File: src/rtl/table_word_writer.sv
module table_word_writer #(
  parameter logic [15:0] INT_BOUND   = 16'h0800,
  parameter int unsigned PROG_CYCLES = 20
) (
  input  logic        clk,
  input  logic        rst,
  input  logic        start,
  input  logic [15:0] instr,
  output logic [7:0]  opnd_addr,
  input  logic [7:0]  reg_data,
  input  logic        irq,
  input  logic        ptr_ld,
  input  logic [15:0] ptr_din,
  output logic        busy,
  output logic        done,
  output logic        aborted,
  output logic        mem_we_ext,
  output logic        mem_prog_int,
  output logic [15:0] mem_addr,
  output logic [15:0] mem_wdata,
  output logic [15:0] latch_q,
  output logic [15:0] ptr_q
);
  localparam int CNT_W = $clog2(PROG_CYCLES + 1);
  localparam logic [CNT_W-1:0] CNT_LAST = CNT_W'(PROG_CYCLES - 1);

  typedef enum logic [1:0] {S_IDLE, S_EXT, S_INT} state_t;

  state_t           state;
  logic [CNT_W-1:0] cnt;
  logic             inc_q;
  logic             accept;
  logic             is_int;

  assign opnd_addr    = instr[7:0];
  assign busy         = (state != S_IDLE);
  assign accept       = start && !busy && (instr[15:10] == 6'b101011);
  assign is_int       = (ptr_q < INT_BOUND);
  assign mem_we_ext   = (state == S_EXT);
  assign mem_prog_int = (state == S_INT);
  assign done         = mem_we_ext || (mem_prog_int && (irq || cnt == '0));
  assign aborted      = mem_prog_int && irq;
  assign mem_addr     = ptr_q;
  assign mem_wdata    = latch_q;

  always_ff @(posedge clk) begin
    if (rst) begin
      state   <= S_IDLE;
      cnt     <= '0;
      inc_q   <= 1'b0;
      latch_q <= '0;
      ptr_q   <= '0;
    end else begin
      if (accept) begin
        if (instr[9]) latch_q[15:8] <= reg_data;
        else          latch_q[7:0]  <= reg_data;
        inc_q <= instr[8];
        cnt   <= CNT_LAST;
        state <= is_int ? S_INT : S_EXT;
      end else if (done) begin
        state <= S_IDLE;
        if (inc_q) ptr_q <= ptr_q + 16'd1;
      end else if (mem_prog_int) begin
        cnt <= cnt - 1'b1;
      end
      if (ptr_ld && !busy) ptr_q <= ptr_din;
    end
  end

  a_r4_ext_write_done: assert property (@(posedge clk) disable iff (rst)
    mem_we_ext |-> (done && !mem_prog_int));
  a_r5_done_ends_busy: assert property (@(posedge clk) disable iff (rst)
    done |=> !busy);
  a_r6_abort_in_int: assert property (@(posedge clk) disable iff (rst)
    aborted |-> (done && mem_prog_int));
  a_r7_ptr_step: assert property (@(posedge clk) disable iff (rst)
    (done && inc_q) |=> (ptr_q == $past(ptr_q) + 16'd1));
  a_r7_ptr_hold: assert property (@(posedge clk) disable iff (rst)
    (done && !inc_q) |=> $stable(ptr_q));
  a_r8_latch_held_busy: assert property (@(posedge clk) disable iff (rst)
    busy |=> $stable(latch_q));
  a_r9_ptr_ld_ignored: assert property (@(posedge clk) disable iff (rst)
    (busy && !done) |=> $stable(ptr_q));
  a_r3_one_strobe: assert property (@(posedge clk) disable iff (rst)
    $onehot0({mem_we_ext, mem_prog_int}));
endmodule

File: config.mk
export PLATFORM = sky130hd
export DESIGN_NAME = table_word_writer
export DESIGN_NICKNAME = d
export VERILOG_FILES = /design/src/rtl/table_word_writer.sv
export SDC_FILE = /design/constraint.sdc
export NUM_CORES = 1
export LEC_CHECK = 0
export ABC_CLOCK_PERIOD_IN_PS = 2200
export BUFFER_PORTS_ARGS = -buffer_cell sky130_fd_sc_hd__buf_4
export CAP_MARGIN = 25
export CORE_MARGIN = 3
export CORE_UTILIZATION = 40
export CTS_BUF_LIST = sky130_fd_sc_hd__clkbuf_8
export CTS_CLUSTER_SIZE = 12
export DETAILED_ROUTE_END_ITERATION = 10
export HOLD_SLACK_MARGIN = 0.06
export PLACE_DENSITY = 0.73
export SYNTH_ARGS = -nofsm -noshare
export SYNTH_HDL_FRONTEND = slang
export SYNTH_SLANG_ARGS = --single-unit
File: constraint.sdc
create_clock -name clk -period 2.2 [get_ports clk]
set_clock_uncertainty 0.15 [all_clocks]
set_input_delay 0.11 -clock clk [delete_from_list [all_inputs] [get_ports clk]]
set_output_delay 0.11 -clock clk [all_outputs]
set_load 0.02 [all_outputs]
==> summary.md <==
| Metric | Value |
|---|---|
| Placeable Area | between 5000 and 6000 sq um |
| Total setup violations reported at the end of the flow | 0 |
| Die X | 80.9 um |
| Net Sw Frac | 26.9% |
| Power per cell area | 513 nW/um^2 |
| Ratio of routed vias to standard cells | roughly 5.2 |
| Initial core utilization | 42.6% |
| Mapped Avg Cell Area | 8.57 sq um |
| Most frequent standard cell in the layout excluding fill and tap cells | buf_4 |
| Final Critical Period | 2.13 ns |
| Number of standard cells in the layout, taps in and fillers out | approximately 440 |
| Number of buffers created by CTS | 5 |
| Class of the most critical hold timing path | input pin to output pin |
| Per-cell routed wire length | between 10 and 15 um |
| Diodes inserted | 0 |
| Worst vdd rail ir drop | around 0.26 mV |
| Syn_nets | 309 |
| Final period util | 96.7% |
| Clock latency at the later pin of the worst-skew pair | 0.29 ns |
| RSZ-0062 raised after global routing | false |
| Cell at the slowest stage of the critical path | or4_4 |
| FILL cells | 462 |
| Antenna-violating nets left | 0 |
| Vertical die dimension | 80.9 um |
| CP Capture Type | flip-flop |
| Cell-internal power | between 1 and 1.5 mW |
| Number of antenna violations at the first check in global routing | 0 |
| Slowest stage delay, CP | approximately 0.5 ns |
| Hold violation total from the final report | 0 |
| Setup slack of the most critical reg-to-reg path | 0.07 ns |
| Multi-input gate area in the final layout | about 1100 sq um |
| Peak Freq | approximately 470 MHz |
| Clock root buffer | clkbuf_8 |
| Number of sinks on the clock net | 40 |
| Sequential power share | around 45% |
| Final Routed Wirelength | 6230 um |
| Via count | ~2300 |
| Least-Margin Pin Slew | 0.454 ns |
| Share of cells above drive strength 1 | between 40% and 50% |
| Kind of launch point of the worst setup path | flip-flop |
| Area added between synthesis and finish | 48.1% |
| Maximum buffer depth of the clock tree | 2 |
| Cell leakage power | 1.41 nW |
| Global routing usage summed across all routing layers | 17.8% |
| Reg2reg path depth | 7 |
| Number of warning messages in the yosys log | 0 |
| Number of iterations in the first detailed-routing pass | 4 |
| Worst EP required | roughly 2.3 ns |
| Count of boundary I/O pins | between 100 and 150 |
| Worst hold margin | between 0.07 and 0.08 ns |
| Switching power of the nets | 459 uW |
| Vias in the first global route | approximately 2100 |
| Crit path DAT | 2.18 ns |
| Wire length of the first global-routing pass | 9300 um |
| Count of max-cap constraint violations | 0 |
| Count of mapped cells out of synthesis | roughly 260 |
| Final Power | 1.71 mW |
| Post-Synthesis Cell Area | 2250 sq um |
| WS Path Type | flip-flop to flip-flop |
| Die Area | 6550 sq um |
| Buffers and inverters on the worst path | 2 |
| Max FO, Critical Path | 6 |
| Worst slew slack as a fraction of its limit | 69.2% |
| Clk pwr share | ~37% |
| Clk slew on worst S/H paths | 0.08 ns |
| Sequential cell area in the final layout | 802 sq um |
| Final weighted congestion in routability-driven placement | 0.761 |
| Comb pwr share | 18.2% |
| Count of unique library cells instantiated by Yosys | 46 |
| Hpwl dp | 4340 um |
| Overflow left after global routing | 0 |
| Number of H-tree branching levels | 2 |
| Max Transition Viols Final | 0 |
| Critical Path Stages | 7 |
| TritonCTS clock tree | done |
| Largest delay share family, worst path | simple AND/OR/NAND/NOR gates |
| Residual DRC | 0 |
| Chain of cells forming the critical path | inv_2 -> ha_4 -> nor4b_4 -> o31ai_4 -> buf_6 -> or4_4 -> a311oi_2 |
| Instance area after placement | 2860 sq um |
| Total negative setup slack | 0 ns |
| # port buffers | 105 |
| Part of the Yosys area used for sequential elements | 35.7% |
| Number of placed instances with taps included | 397 |
| Std-Cell Rows | 26 |
| Run status | finished clean |
| Largest net degree at the start of global routing | slightly above 40 |
| Cell depth of the worst hold path | 0 |
| Post-route cell area | 3330 sq um |
| Final net count | roughly 410 |
| Most used cells in the layout excluding fill and tap cells | buf_4, dfxtp_1, nor2_1, dlygate4sd3_1, nand2_1 |
| Flops & latches, synth | 40 |
| Drt initial violations | 71 |
==> synth_stat cells (all sizes together) <==
library cell	count	area, sq um
a2111oi	1	8.76
a211oi	3	22.5
a21oi	13	65.1
a22oi	1	7.51
a311oi	9	78.8
a31oi	3	18.8
and2	3	18.8
and3	1	6.26
and4	4	35.0
buf	42	312
clkbuf	10	38.8
dfxtp	40	801
ha	2	25.0
inv	6	22.5
mux2	1	11.3
mux2i	9	90.1
nand2	18	67.6
nand2b	1	6.26
nand3	14	70.1
nand3b	1	7.51
nand4	2	12.5
nand4b	1	8.76
nor2	27	101
nor2b	1	8.76
nor3	4	20.0
nor4	4	40.0
nor4b	2	32.5
o21ai	4	20.0
o21bai	3	22.5
o311ai	2	25.0
o31ai	8	65.1
o41ai	1	8.76
or2b	1	7.51
or3	5	32.5
or4	9	67.6
xnor2	3	26.3
xor2	3	33.8
==> power by group through the flow <==
stage               clock network (mW)  registers [mW]  logic, mW
floorplan                            0           0.815      0.144
global placement                     0           0.788      0.265
detailed placement                   0           0.789      0.268
CTS                              0.633           0.772      0.306
global route                     0.677           0.778      0.334
finish                           0.624           0.773      0.310
==> path summary, 6_finish.rpt <==
kind | from | to
setup / recovery | cnt[1] | mem_addr[11]
hold / removal | instr[0] | opnd_addr[0]
setup reg to reg | cnt[1] | mem_addr[11]
hold reg to reg | latch_q[13] | latch_q[13]
==> registers in the layout, indices dropped and copies added (netlist names) <==
name and cells:
latch_q 16, mem_addr 16, state 2, cnt 5
inc_q 1
==> final cells by class <==
class / instances / share of cell area [%]
Timing Repair Buffer: 149 / 35.6
Multi-Input combinational cell: 164 / 33.5
Sequential cell: 40 / 24.1
Tap cell: 70 / 2.63
Clock buffer: 5 / 2.07
Clock inverter: 3 / 1.39
Inverter: 6 / 0.677
==> cells by family (layout without fill, tap and decap cells) <==
| family | Yosys count | in the layout | synth area share, % |
|---|---|---|---|
| and+or+nand+nor | 98 | 98 | 24.2 |
| DFF | 40 | 40 | 35.7 |
| AOI/OAI and AO/OA | 48 | 48 | 15.3 |
| buffers and inverters | 58 | 163 | 16.6 |
| adders and majority gates | 2 | 2 | 1.11 |
| muxes | 10 | 10 | 4.51 |
| xor gates and xnor gates | 6 | 6 | 2.67 |
==> what timing repair did <==
action	4_1_cts	5_1_grt
endpoints found under the hold margin	33	0
endpoints found under the setup margin	1	12
hold buffers	26	0
gates cloned	0	1
pin swaps	0	4
gates resized for setup	0	10
setup buffers	1	4
==> stage by stage <==
stage / util (%) / setup slack (ns)
finish: 63.1 / 0.0730
floorplan: - / 0.181
detailed placement: 54.3 / 0.00102
global placement: 54.3 / 0.136
CTS: 61.6 / 0.0369
global route: 63.1 / 0.00649
==> routing by layer <==
metal  up-vias  routed length (um)  GRT usage (%)
met5         -                   0              0
met4         0                  87           4.56
met3         9                 419           3.99
met2        84                3220           34.2
met1      1053                2500           19.6
li1       1112                   -              -
==> worst reg2reg max path, cell delays in order, from the launching register on <==
cell and delay [ns]:
dfxtp_1 0.33, inv_2 0.08, ha_4 0.14, nor4b_4 0.28, o31ai_4 0.13, buf_6 0.15, or4_4 0.50, a311oi_2 0.27
(Power assumes the default switching activity.)
